==> src/rtl/psb_pkg.sv <==
package psb_pkg;
  localparam int PSW_W   = 32;
  localparam int SUB_W   = 8;
  localparam int CC_W    = 6;
  localparam int SC_W    = 3;
  localparam int IM_W    = 5;
  localparam int SC_LSB  = 8;
  localparam int IM_LSB  = 16;
  localparam int SEL_BIT = 5;
  localparam int IM_FLOOR_BIT = IM_W - 1;

  typedef struct packed {
    logic            cc_we;
    logic [CC_W-1:0] cc;
    logic            sc_we;
    logic [SC_W-1:0] sc;
    logic            im_we;
    logic [IM_W-1:0] im;
  } psb_req_t;

  function automatic logic [PSW_W-1:0] psw_pack(input logic [CC_W-1:0] cc,
                                                 input logic [SC_W-1:0] sc,
                                                 input logic [IM_W-1:0] im);
    logic [PSW_W-1:0] w;
    w = '0;
    w[CC_W-1:0]            = cc;
    w[SC_LSB +: SC_W]      = sc;
    w[IM_LSB +: IM_W]      = im;
    return w;
  endfunction
endpackage

==> src/rtl/psb_wr_arb.sv <==
module psb_wr_arb
  import psb_pkg::*;
(
  input  logic             psw_we,
  input  logic [PSW_W-1:0] psw_wdata,
  input  logic             cc_we,
  input  logic [SUB_W-1:0] cc_wdata,
  input  logic             sc_we,
  input  logic [SUB_W-1:0] sc_wdata,
  input  logic             im_we,
  input  logic [SUB_W-1:0] im_wdata,
  output psb_req_t         req
);
  wire unused_wdata_bits = ^{psw_wdata[PSW_W-1:IM_LSB+IM_W],
                             psw_wdata[IM_LSB-1:SC_LSB+SC_W],
                             psw_wdata[SC_LSB-1:CC_W],
                             cc_wdata[SUB_W-1:CC_W],
                             sc_wdata[SUB_W-1:SC_W],
                             im_wdata[SUB_W-1:IM_W]};

  always_comb begin
    if (psw_we) begin
      req.cc_we = 1'b1;
      req.cc    = psw_wdata[CC_W-1:0];
      req.sc_we = 1'b1;
      req.sc    = psw_wdata[SC_LSB +: SC_W];
      req.im_we = 1'b1;
      req.im    = psw_wdata[IM_LSB +: IM_W];
    end else begin
      req.cc_we = cc_we;
      req.cc    = cc_wdata[CC_W-1:0];
      req.sc_we = sc_we;
      req.sc    = sc_wdata[SC_W-1:0];
      req.im_we = im_we;
      req.im    = im_wdata[IM_W-1:0];
    end
  end
endmodule

==> src/rtl/psb_flags.sv <==
module psb_flags
  import psb_pkg::*;
(
  input  logic            clk,
  input  logic            rst,
  input  psb_req_t        req,
  output logic [CC_W-1:0] cc_q,
  output logic [SC_W-1:0] sc_q
);
  always_ff @(posedge clk) begin
    if (rst) begin
      cc_q <= '0;
      sc_q <= '0;
    end else begin
      if (req.cc_we) cc_q <= req.cc;
      if (req.sc_we) sc_q <= req.sc;
    end
  end
endmodule

==> src/rtl/psb_im_clamp.sv <==
module psb_im_clamp
  import psb_pkg::*;
(
  input  logic            clk,
  input  logic            rst,
  input  logic            we,
  input  logic [IM_W-1:0] wdata,
  output logic [IM_W-1:0] im_q
);
  logic [IM_W-1:0] im_next;

  always_comb begin
    im_next = wdata;
    if (im_q[IM_FLOOR_BIT] && !wdata[IM_FLOOR_BIT])
      im_next[IM_FLOOR_BIT] = 1'b1;
  end

  always_ff @(posedge clk) begin
    if (rst)     im_q <= '0;
    else if (we) im_q <= im_next;
  end
endmodule

==> src/rtl/psb_stack_bank.sv <==
module psb_stack_bank #(
  parameter int SP_W = 32
) (
  input  logic            clk,
  input  logic            rst,
  input  logic            sel_cur,
  input  logic            sel_nxt,
  input  logic            ssp_we,
  input  logic [SP_W-1:0] ssp_wdata,
  input  logic            usp_we,
  input  logic [SP_W-1:0] usp_wdata,
  input  logic            sp_we,
  input  logic [SP_W-1:0] sp_wdata,
  output logic [SP_W-1:0] live_q,
  output logic [SP_W-1:0] ubank_q,
  output logic [SP_W-1:0] sbank_q
);
  logic [SP_W-1:0] live_w, ubank_w, sbank_w;
  logic [SP_W-1:0] live_n, ubank_n, sbank_n;

  always_comb begin
    live_w  = live_q;
    ubank_w = ubank_q;
    sbank_w = sbank_q;
    if (usp_we) begin
      if (sel_cur) live_w  = usp_wdata;
      else         ubank_w = usp_wdata;
    end
    if (ssp_we) begin
      if (!sel_cur) live_w  = ssp_wdata;
      else          sbank_w = ssp_wdata;
    end
    if (sp_we) live_w = sp_wdata;

    live_n  = live_w;
    ubank_n = ubank_w;
    sbank_n = sbank_w;
    if (sel_cur && !sel_nxt) begin
      ubank_n = live_w;
      live_n  = sbank_w;
    end else if (!sel_cur && sel_nxt) begin
      sbank_n = live_w;
      live_n  = ubank_w;
    end
  end

  always_ff @(posedge clk) begin
    if (rst) begin
      live_q  <= '0;
      ubank_q <= '0;
      sbank_q <= '0;
    end else begin
      live_q  <= live_n;
      ubank_q <= ubank_n;
      sbank_q <= sbank_n;
    end
  end
endmodule

==> src/rtl/status_stack_bank.sv <==
module status_stack_bank
  import psb_pkg::*;
#(
  parameter int SP_W = 32
) (
  input  logic             clk,
  input  logic             rst,
  input  logic             psw_we,
  input  logic [PSW_W-1:0] psw_wdata,
  output logic [PSW_W-1:0] psw_rdata,
  input  logic             cc_we,
  input  logic [SUB_W-1:0] cc_wdata,
  output logic [SUB_W-1:0] cc_rdata,
  input  logic             sc_we,
  input  logic [SUB_W-1:0] sc_wdata,
  output logic [SUB_W-1:0] sc_rdata,
  input  logic             im_we,
  input  logic [SUB_W-1:0] im_wdata,
  output logic [SUB_W-1:0] im_rdata,
  input  logic             ssp_we,
  input  logic [SP_W-1:0]  ssp_wdata,
  output logic [SP_W-1:0]  ssp_rdata,
  input  logic             usp_we,
  input  logic [SP_W-1:0]  usp_wdata,
  output logic [SP_W-1:0]  usp_rdata,
  input  logic             sp_we,
  input  logic [SP_W-1:0]  sp_wdata,
  output logic [SP_W-1:0]  sp_rdata
);
  psb_req_t        req;
  logic [CC_W-1:0] cc_q;
  logic [SC_W-1:0] sc_q;
  logic [IM_W-1:0] im_q;
  logic [SP_W-1:0] live_q, ubank_q, sbank_q;
  logic            sel_cur, sel_nxt;

  psb_wr_arb u_arb (
    .psw_we(psw_we), .psw_wdata(psw_wdata),
    .cc_we(cc_we), .cc_wdata(cc_wdata),
    .sc_we(sc_we), .sc_wdata(sc_wdata),
    .im_we(im_we), .im_wdata(im_wdata),
    .req(req)
  );

  psb_flags u_flags (
    .clk(clk), .rst(rst), .req(req), .cc_q(cc_q), .sc_q(sc_q)
  );

  psb_im_clamp u_im (
    .clk(clk), .rst(rst), .we(req.im_we), .wdata(req.im), .im_q(im_q)
  );

  assign sel_cur = cc_q[SEL_BIT];
  assign sel_nxt = req.cc_we ? req.cc[SEL_BIT] : sel_cur;

  psb_stack_bank #(.SP_W(SP_W)) u_stack (
    .clk(clk), .rst(rst),
    .sel_cur(sel_cur), .sel_nxt(sel_nxt),
    .ssp_we(ssp_we), .ssp_wdata(ssp_wdata),
    .usp_we(usp_we), .usp_wdata(usp_wdata),
    .sp_we(sp_we), .sp_wdata(sp_wdata),
    .live_q(live_q), .ubank_q(ubank_q), .sbank_q(sbank_q)
  );

  assign psw_rdata = psw_pack(cc_q, sc_q, im_q);
  assign cc_rdata  = {{(SUB_W-CC_W){1'b0}}, cc_q};
  assign sc_rdata  = {{(SUB_W-SC_W){1'b0}}, sc_q};
  assign im_rdata  = {{(SUB_W-IM_W){1'b0}}, im_q};
  assign sp_rdata  = live_q;
  assign ssp_rdata = sel_cur ? sbank_q : live_q;
  assign usp_rdata = sel_cur ? live_q  : ubank_q;
endmodule

==> config.mk <==
export PLATFORM = sky130hd
export DESIGN_NAME = status_stack_bank
export DESIGN_NICKNAME = d
export VERILOG_FILES = /design/src/rtl/psb_pkg.sv /design/src/rtl/psb_wr_arb.sv /design/src/rtl/psb_flags.sv /design/src/rtl/psb_im_clamp.sv /design/src/rtl/psb_stack_bank.sv /design/src/rtl/status_stack_bank.sv
export SDC_FILE = /design/constraint.sdc
export NUM_CORES = 1
export LEC_CHECK = 0
export BUFFER_PORTS_ARGS = -buffer_cell sky130_fd_sc_hd__buf_2
export CORE_MARGIN = 1
export CORE_UTILIZATION = 35
export CTS_CLUSTER_DIAMETER = 60
export DETAILED_ROUTE_END_ITERATION = 8
export SETUP_SLACK_MARGIN = 0.05
export SLEW_MARGIN = 20
export SYNTH_ARGS = -nofsm -noshare
export SYNTH_HDL_FRONTEND = slang
export SYNTH_SLANG_ARGS = --single-unit
==> constraint.sdc <==
create_clock -name clk -period 2.3 [get_ports clk]
set_clock_uncertainty 0.2 [all_clocks]
set_input_delay 0.345 -clock clk [delete_from_list [all_inputs] [get_ports clk]]
set_output_delay 0.345 -clock clk [all_outputs]
set_load 0.005 [all_outputs]
Word level (Yosys, flattened, before mapping). Index checks and enable logic that the tools add are counted.

Shift operators: 0. Reductions and logical operators: 6. Divide/modulo/power cells: 0. $add $sub $neg: 0. $mul: 0. Bitwise operators: 0. Equality and inequality tests: 0. Muxes and demuxes: 19. Magnitude comparators: 0.

Operators with widths (count): $mux 32 (16); $mux 17 (1); $logic_and 1x1->1 (3); $logic_not 1->1 (3); $mux 1 (2).

Latch bits: 0. Bits of input ports: 161. Register bits after elaboration: 110. Memory bits (read-only): 0. Memories: 0. Memory bits (writable): 0.

Depth between registers and ports, before layout. Gate-level depths: netlist of run 1.

Word-level depth: 7. Depth in mapped cells: 7. Mapped depth without buffers: 4.

Hierarchy. Synthesis of run 1 repeated with hierarchy kept, for this count alone.

Cell total of the unflattened synthesis: 985. Area total of the unflattened synthesis: 8822.2 sq um.

By module, submodules not included: psb_stack_bank (cells each 806, instances 1, area each 6785.3 sq um); status_stack_bank (cells each 115, instances 1, area each 1307.5 sq um); psb_flags (cells each 29, instances 1, area each 320.3 sq um); psb_wr_arb (cells each 19, instances 1, area each 234.0 sq um); psb_im_clamp (cells each 16, instances 1, area each 175.2 sq um).

Worst setup path before layout of run 1. No wires, ideal clock.

Kind: register to output. From: register u_flags.cc_q[5]. To: output port ssp_rdata[13]. Data arrival time: 1.266 ns. Setup slack: 0.489 ns. Cell stages (with the launch flop): 5. Data required time: 1.755 ns. Cells stage by stage: dfxtp_1 -> buf_6 -> buf_2 -> buf_2 -> mux2_2.

Word-level cells in the longest chain between the ends: 1.

RTL lines: from (decl) (RTL line psb_flags.sv:7) `output logic [CC_W-1:0] cc_q,`; from (signal assigned) (RTL line psb_flags.sv:15) `if (req.cc_we) cc_q <= req.cc;`; $mux 32 (RTL line status_stack_bank.sv:70) `assign ssp_rdata = sel_cur ? sbank_q : live_q;`; to (decl) (RTL line status_stack_bank.sv:22) `output logic [SP_W-1:0] ssp_rdata,`.

No other way between the ends.

Final worst setup path of run 1.
From: register u_flags.cc_q[5]. To: output port ssp_rdata[11].

The elaborated chain is that of the path after synthesis.

==> flow_summary.ini, run 1 <==
[critical_path]
arrival_ps = 1630
timing.rr.start = u_flags.cc_q[5]
crit_slowest_cell = dfxtp_4
rrSetupSlack_ps = 240
cp-start-kind = flip-flop
path_max_fanout = 34
timing.rr.end = u_stack.live_q[17]
cpPeakStageDelay_ps = 490
crit_chain = buf_12 -> mux2_2 -> buf_2
path_class = reg -> out
worstSetupEndpointType = primary output
reg2reg_depth = 5
required_ps = 1750

[pwr]
internal-power_uw = 3940
p_per_area_mw_per_mm2 = 621
switching_share = 0.307
seqPwrFrac = 0.395
switching_power_uw = 1750
p_clk_frac = 0.317
leakagePower_uw = 0.00431
combPwrFrac = 0.288
worst_ir_drop_vdd_uv = 337

[die]
fp-row-count = 53
die_width_um = 148
ios = 313
start_util = 0.356
die_h_um = 148
core_mm2 = 0.0210
die-area_mm2 = 0.0219

[layout]
finalNonFillerCells = 1356
nNetsFinal = 1237
drive_gt1_frac = 0.429
mostFrequentLayoutCells = buf_2, nor2_1, mux2_2
fin_util = 0.437
areaGrowthSynthToFinish_pct = 22.7
layout.cells.most_common = buf_2

[clock_network]
cts_tree = yes
cts.clk_slew.worst_paths_ps = 80
clk_path_buf_depth = 2
cts_setup_buffers = 0
numCtsBuffers = 9
clk_latency_ps = 350
htreeDepth = 3
cts_root_buf = clkbuf_16
ctsHoldBuffers = 0
clock_sinks = 110

[timing]
worstMarginPinSlew_ps = 551
rsz0062_at_grt = false
period_minus_slack_ps = 2180
tns_ps = 0
slew_headroom = 0.633
timing.final.ws_setup_ps = 125
hold_viol_final = 0
max_freq_mhz = 460
setup_viol = 0
timing.final.crit_share = 0.946
maxSlewViolCount = 0

[global_route]
grt_pass1_vias = 6460
grt_pass1_wl_mm = 35.5
grtUsageTotal = 0.206
antenna_found_initial = 1
grt_max_degree = 111
grt-ovfl-total = 0

[min_path]
whs_path_depth = 3
hp-class = in -> reg
min_from = psw_wdata[3]
min_to = u_flags.cc_q[3]

[status]
status = complete, no violations

[detailed_routing]
drt_iter0_drc = 274
detail-route-antenna-nets = 0
viasPerCell = 5.11
dr_total_vias = 6928
drc = 0
routedWlPerCell_um = 17.0
wl_mm = 23.0
drt_first_pass_iters = 4

[logic_synthesis]
ys_seq_area_frac = 0.295
syn_area_per_cell_um2 = 8.54
netlist_instances = 874
syn_area_mm2 = 0.00746
yosysUniqueCellTypes = 31
yosys_warnings = 0
synth_seq_cells = 110

[place]
port_buffers = 256
gp_congestion = 0.795
dp_cells = 1340
place_ws_ps = 201
dpl.hpwl_mm = 15.9

[flow_run]
max_cap_violations = 0
==> per-stage QoR <==
stage	area [um^2]	hold WS, ps	total power [uW]
3_3_place_gp	8790	329	3910
6_report	9160	18.0	5690
4_1_cts	9150	4.57	5740
2_1_floorplan	7560	284	3370
3_5_place_dp	8790	340	3930
5_1_grt	9160	32.4	6000
==> cells by family after synthesis <==
group	count (synthesis)	synth area share
mux	204	0.295
other cells	1	0.000502
compound gates	84	0.119
flops	110	0.295
simple gates	354	0.195
buf+inv	121	0.0961
==> power by group through the flow <==
stage / Clock, uW / Combinational [uW] / Sequential, uW
finish: 1800 / 1640 / 2250
global route: 1920 / 1810 / 2270
CTS: 1840 / 1650 / 2240
detailed placement: 0 / 1640 / 2290
global placement: 0 / 1630 / 2280
floorplan: 0 / 1130 / 2240
==> synth_stat cells <==
cell | n | area (um^2)
a211oi_1 | 1 | 7.51
a21oi_1 | 15 | 75.1
and2b_1 | 1 | 7.51
buf_1 | 3 | 11.3
buf_2 | 41 | 205
buf_4 | 46 | 345
buf_6 | 5 | 56.3
clkbuf_1 | 24 | 90.1
clkbuf_2 | 1 | 5.00
conb_1 | 1 | 3.75
dfxtp_1 | 110 | 2200
inv_1 | 1 | 3.75
mux2_1 | 7 | 78.8
mux2_2 | 121 | 1360
mux2i_1 | 76 | 761
nand2_1 | 65 | 244
nand2_2 | 1 | 6.26
nand2b_1 | 3 | 18.8
nand3b_1 | 1 | 7.51
nand3b_4 | 1 | 20.0
nor2_1 | 216 | 811
nor3_1 | 64 | 320
nor3b_2 | 1 | 12.5
o21a_1 | 1 | 7.51
o21ai_4 | 1 | 16.3
o221ai_1 | 2 | 17.5
o221ai_2 | 30 | 450
o31a_1 | 1 | 8.76
o31ai_4 | 1 | 21.3
o32ai_1 | 32 | 280
or2_1 | 1 | 6.26
==> flip-flops by register name, summed over array words and instances, names as in the netlist <==
name,flops
u_flags.cc_q,6
u_flags.sc_q,3
u_im.im_q,5
u_stack.live_q,32
u_stack.sbank_q,32
u_stack.ubank_q,32
==> routing by layer <==
layer  wire length, um  up-vias  global-route usage
met3              1370       19              0.0312
met4               314        0              0.0603
met1             10500     3242               0.277
met5                 0        -                   0
met2             10800      271               0.339
li1                  -     3396                   -
==> worst max path at each step <==
stage	from	end	slack (ps)	depth (start not counted)
finish	u_flags.cc_q[5]	ssp_rdata[11]	120	3
global route	u_flags.cc_q[5]	ssp_rdata[11]	70	3
CTS	u_flags.cc_q[5]	ssp_rdata[7]	60	3
detailed placement	sp_we	u_stack.live_q[2]	200	6
global placement	sp_we	u_stack.live_q[5]	230	6
floorplan	u_flags.cc_q[5]	ssp_rdata[13]	490	4
==> worst max-delay path, delay by kind of cell (launching register included) <==
| kind | cells | cell delay, ps |
|---|---|---|
| flops | 1 | 490 |
| mux | 1 | 370 |
| buf+inv | 2 | 380 |
==> cell type report <==
| cell class | count | area [um^2] |
|---|---|---|
| timing repair buffer | 284 | 1610 |
| sequential | 110 | 2210 |
| multi-input combinational | 670 | 4660 |
| clock buffer | 11 | 264 |
| clock inverter | 4 | 76.3 |
| antenna | 1 | 2.50 |
| tap | 275 | 344 |
| inverter | 1 | 3.75 |
| fill | 2158 | 11800 |
==> what timing repair did <==
item                       in CTS  in global routing
setup endpoints to repair      63                 40
cloned                          0                  0
pin swaps                       0                  0
resized for setup               4                  2
Power figures use the tool's default switching activity.
==> run 2, diff against run 1 <==
--- a/config.mk
+++ b/config.mk
@@ -14,4 +14,5 @@
 export SLEW_MARGIN = 20
 export SYNTH_ARGS = -nofsm -noshare
 export SYNTH_HDL_FRONTEND = slang
+export SYNTH_HIERARCHICAL = 1
 export SYNTH_SLANG_ARGS = --single-unit
==> flow_summary.ini, run 2 <==
[global_route]
grtUsageTotal = 0.220
grt_max_degree = 49
grt-ovfl-total = 0
grt_use_met3 = 0.0282
grt.met2_usage = 0.369
grt_pass1_vias = 8141
grt_use_met1 = 0.295
antenna_found_initial = 3
grt_pass1_wl_mm = 45.0
top_usage_layer = met2

[logic_synthesis]
syn_area_mm2 = 0.00882
ys_seq_area_frac = 0.250
synth-main-ff-cell = dfxtp_1
yosys-top-cells-count = dfxtp_1, nand2_1, mux2i_1
yosysTopAreaCell = dfxtp_1
netlist.area_leader.share = 0.250
syn_area_per_cell_um2 = 8.96
synth_edf_count = 0
yosys_warnings = 6
netlist_instances = 985
yosysUniqueCellTypes = 48
synth_seq_cells = 110
synthArstFlopShare = 0
synth.area.top_cells = dfxtp_1, mux2_4, mux2i_1

[min_path]
hp-class = in -> reg
whs_path_depth = 3
min_to = u_stack/live_q[30]
min_from = sp_wdata[30]

[clock_network]
clk_path_buf_depth = 2
clk_latency_ps = 360
cts_tree = yes
ctsHoldBuffers = 0
numCtsBuffers = 9
cts_root_buf = clkbuf_16
cts.clk_slew.worst_paths_ps = 90
htreeDepth = 3
clock_sinks = 110

[flow_run]
max_cap_violations = 0

[critical_path]
cp_num_buf_inv = 3
timing.rr.end = u_stack/live_q[26]
arrival_ps = 1640
cpPeakStageDelay_ps = 410
rrSetupSlack_ps = 200
required_ps = 1750
path_class = reg -> out
critical-path-top-delay-family = buffers and inverters
crit_slowest_cell = dfxtp_4
timing.rr.start = u_flags/cc_q[5]
worstSetupEndpointType = primary output
path_max_fanout = 15
cp-start-kind = flip-flop
crit_chain = buf_4 -> buf_16 -> mux2_2 -> buf_2
reg2reg_depth = 7

[detailed_routing]
dr_total_vias = 8480
viasPerCell = 5.50
detail-route-antenna-nets = 0
routedWlPerCell_um = 19.0
wl_mm = 29.2
drt_iter0_drc = 578
drt_first_pass_iters = 5
drc = 0

[pwr]
worst_ir_drop_vdd_uv = 264
internal-power_uw = 4220
switching_power_uw = 2170
p_per_area_mw_per_mm2 = 588
finalPower_uw = 6390
p_clk_frac = 0.279
switching_share = 0.340
leakagePower_uw = 0.00516
seqPwrFrac = 0.364
combPwrFrac = 0.357

[layout]
mostFrequentLayoutCells = buf_2, dfxtp_1, nand2_1
nNetsFinal = 1370
drive_gt1_frac = 0.397
layout.cells.most_common = buf_2
reg_top3 = u_stack/live_q: 32 flops, u_stack/sbank_q: 32 flops, u_stack/ubank_q: 32 flops
areaGrowthSynthToFinish_pct = 23.3
fillCellCount = 2453
fin_util = 0.443

[timing]
tns_ps = 0
period_minus_slack_ps = 2190
setup_viol = 0
worstMarginPinSlew_ps = 663
rsz0062_at_grt = false
timing.final.crit_share = 0.951
hold_viol_final = 0
maxSlewViolCount = 0
max_freq_mhz = 457
timing.final.ws_setup_ps = 112
slew_headroom = 0.557

[die]
ios = 313
start_util = 0.360
core_mm2 = 0.0245
die_width_um = 161
die_h_um = 161
die-area_mm2 = 0.0258
fp-row-count = 57

[place]
gp_congestion = 0.812
place_ws_ps = -144
dpl.hpwl_mm = 19.5
port_buffers = 256

[status]
status = complete, no violations
run 2: kinds of logic (layout without fill, tap and decap cells):
group                  after synthesis  count (layout)  share of synthesized area
and+or+nand+nor                    293             293                      0.161
AOI/OAI and AO/OA                  264             264                      0.257
muxes                              163             163                      0.221
buffers and inverters              154             356                      0.112
DFF                                110             110                      0.250
other                                1              31                   0.000425
run 2: power by group through the flow:
stage	Combinational (uW)	Sequential [uW]	Clock [uW]
detailed placement	2200	2380	0
global placement	2180	2370	0
CTS	2270	2330	1830
floorplan	1510	2320	0
finish	2280	2330	1780
global route	2480	2360	1890
run 2: cell type report:
type	count	area [um^2]	area share
diodes	3	7.51	0.000690
clock buffers	9	225	0.0207
clock inverters	7	97.6	0.00897
inverters	16	61.3	0.00564
multi-input cells	748	5760	0.530
flip-flops and latches	110	2210	0.203
well taps	324	405	0.0373
repair buffers	324	2110	0.194
run 2: worst max path at each step:
stage,start,end,slack [ps],cells past startpoint
after global routing,u_flags/cc_q[5],u_stack/live_q[17],50,7
after floorplan,psw_we,u_stack/live_q[19],30,9
after CTS,u_flags/cc_q[5],usp_rdata[29],30,4
after detailed placement,sp_we,u_stack/ubank_q[4],-140,5
final,u_flags/cc_q[5],usp_rdata[29],110,4
after global placement,sp_we,u_stack/ubank_q[4],-110,5
run 2: through the flow:
step	hold WS, ps	cell area (um^2)	instances
6_report	95.4	10900	1541
5_1_grt	122	10900	1539
4_1_cts	77.9	10800	1536
3_5_place_dp	299	10300	1510
3_3_place_gp	281	10300	1510
2_1_floorplan	217	8990	1012
run 2: what timing repair did:
action                                  in CTS  in global routing
pin swaps                                    0                  0
resized for setup                            3                  3
endpoints found under the hold margin        0                  0
endpoints found under the setup margin      46                 48
cloned                                       3                  1
buffers inserted                             7                  1
run 2: metal layers:
| layer | part of all wire | wire (um) |
|---|---|---|
| met1 | 0.46 | 13300 |
| met2 | 0.47 | 13900 |
| met3 | 0.054 | 1580 |
| met4 | 0.015 | 427 |
| met5 | 0 | 0 |
run 2: worst register-to-register path, stage by stage (launching register included):
cell and delay (ps):
dfxtp_4 410, buf_4 140, mux2_4 200, buf_12 260, buf_12 240, nand2_1 70, o221a_1 250, a221oi_2 230
==> run 3, diff against run 2 <==
--- a/config.mk
+++ b/config.mk
@@ -10,6 +10,7 @@
 export CORE_UTILIZATION = 35
 export CTS_CLUSTER_DIAMETER = 60
 export DETAILED_ROUTE_END_ITERATION = 8
+export RECOVER_POWER = 100
 export SETUP_SLACK_MARGIN = 0.05
 export SLEW_MARGIN = 20
 export SYNTH_ARGS = -nofsm -noshare
==> flow_summary.ini, run 3 (synthesis gave the netlist of run 2 again) <==
[die]
die_h_um = 161
ios = 313
die_width_um = 161
fp-row-count = 57
core_mm2 = 0.0245
start_util = 0.360
die-area_mm2 = 0.0258

[critical_path]
arrival_ps = 1650
cp-start-kind = flip-flop
path_class = reg -> out
timing.rr.end = u_stack/live_q[0]
required_ps = 1750
timing.rr.start = u_flags/cc_q[5]
worstSetupEndpointType = primary output
rrSetupSlack_ps = 160
path_max_fanout = 12
reg2reg_depth = 7

[place]
dpl-instance-area_mm2 = 0.0103
port_buffers = 256
dpl.hpwl_mm = 19.5
gp_congestion = 0.812

[detailed_routing]
wl_mm = 29.4
detail-route-antenna-nets = 0
drt_first_pass_iters = 5
drc = 0
dr_total_vias = 8495
drt_iter0_drc = 664
viasPerCell = 5.51
routedWlPerCell_um = 19.1

[timing]
tns_ps = 0
rsz0062_at_grt = false
timing.final.crit_share = 0.955
period_minus_slack_ps = 2200
maxSlewViolCount = 0
setup_viol = 0
max_freq_mhz = 455
fin_hold_ws_ps = 107
hold_viol_final = 0
slew_headroom = 0.223
worstMarginPinSlew_ps = 1170

[layout]
stdcell_area_mm2 = 0.0105
drive_gt1_frac = 0.334
layout.cells.most_common = buf_2
fillCellCount = 2533
mostFrequentLayoutCells = buf_2, dfxtp_1, nand2_1
reg_top3 = u_stack/live_q: 32 flops, u_stack/sbank_q: 32 flops, u_stack/ubank_q: 32 flops
nNetsFinal = 1370
areaGrowthSynthToFinish_pct = 19.5

[clock_network]
cts_tree = yes
cts.clk_slew.worst_paths_ps = 80
ctsHoldBuffers = 0
clk_latency_ps = 360
cts_root_buf = clkbuf_16
clock_sinks = 110
numCtsBuffers = 9
htreeDepth = 3
clk_path_buf_depth = 2

[pwr]
leakagePower_uw = 0.00499
finalPower_uw = 6260
p_per_area_mw_per_mm2 = 593
worst_ir_drop_vdd_uv = 266

[global_route]
grt_pass1_wl_mm = 45.0
grt-ovfl-total = 0
grt_max_degree = 49
grt_pass1_vias = 8141
grtUsageTotal = 0.220
antenna_found_initial = 3

[min_path]
min_from = sp_wdata[30]
min_to = u_stack/live_q[30]
hp-class = in -> reg
whs_path_depth = 3

[flow_run]
max_cap_violations = 0

[status]
status = complete, no violations
==> run 3: changes by cell type in the layout (fill, tap and decap cells not counted), moves of 4 or more <==
cell,delta
mux2_4,-32
clkbuf_2,+4
buf_2,-16
clkbuf_1,+20
a221oi_1,+13
a221oi_2,-13
buf_4,-8
a32oi_1,+7
a32oi_2,-7
mux2_1,+33
==> run 3: final cells by class <==
type	count	area [um^2]	area share
repair buffers	324	2040	0.194
well taps	324	405	0.0384
multi-input cells	748	5500	0.521
clock buffers	9	225	0.0214
diodes	3	7.51	0.000712
clock inverters	7	97.6	0.00925
inverters	16	61.3	0.00581
flip-flops and latches	110	2210	0.209
==> run 3: timing repair <==
item | CTS | global route
setup buffers | 7 | 1
setup endpoints to repair | 46 | 48
cloned | 3 | 1
gates resized for setup | 3 | 3
==> run 3: worst max-delay path: stages (launching register included) <==
cell and delay, ps:
dfxtp_4 410, buf_4 130, buf_2 280, mux2_4 340, buf_2 130
==> run 3: how the worst max path moves through the flow <==
| stage | end | from | slack [ps] | cells past startpoint |
|---|---|---|---|---|
| global placement | u_stack/ubank_q[4] | sp_we | -110 | 5 |
| detailed placement | u_stack/ubank_q[4] | sp_we | -140 | 5 |
| CTS | usp_rdata[29] | u_flags/cc_q[5] | 30 | 4 |
| finish | usp_rdata[14] | u_flags/cc_q[5] | 100 | 4 |
| floorplan | u_stack/live_q[19] | psw_we | 30 | 9 |
| global route | u_stack/live_q[18] | u_flags/cc_q[5] | 30 | 7 |
==> run 3: metal layers <==
metal / track usage / part of all wire / wire length, um / vias to the layer above
met5: 0 / 0 / 0 / -
met4: 0.0660 / 0.016 / 476 / 0
met3: 0.0282 / 0.056 / 1640 / 32
met2: 0.369 / 0.47 / 13800 / 343
met1: 0.295 / 0.46 / 13400 / 4079
li1: - / - / - / 4041
==> run 3: per-stage QoR <==
step | setup WS [ps] | std cells | util
after global routing | 32.1 | 1539 | 0.430
final | 103 | 1541 | 0.430
after global placement | -114 | 1510 | 0.421
after CTS | 27.1 | 1536 | 0.441
after detailed placement | -144 | 1510 | 0.421
after floorplan | 34.5 | 1012 | -
==> run 3: where the power goes <==
group | switching, uW | internal [uW] | total [uW]
Clock | 823 | 963 | 1790
Combinational | 1110 | 1040 | 2150
Sequential | 209 | 2120 | 2330
Total | 2140 | 4120 | 6260
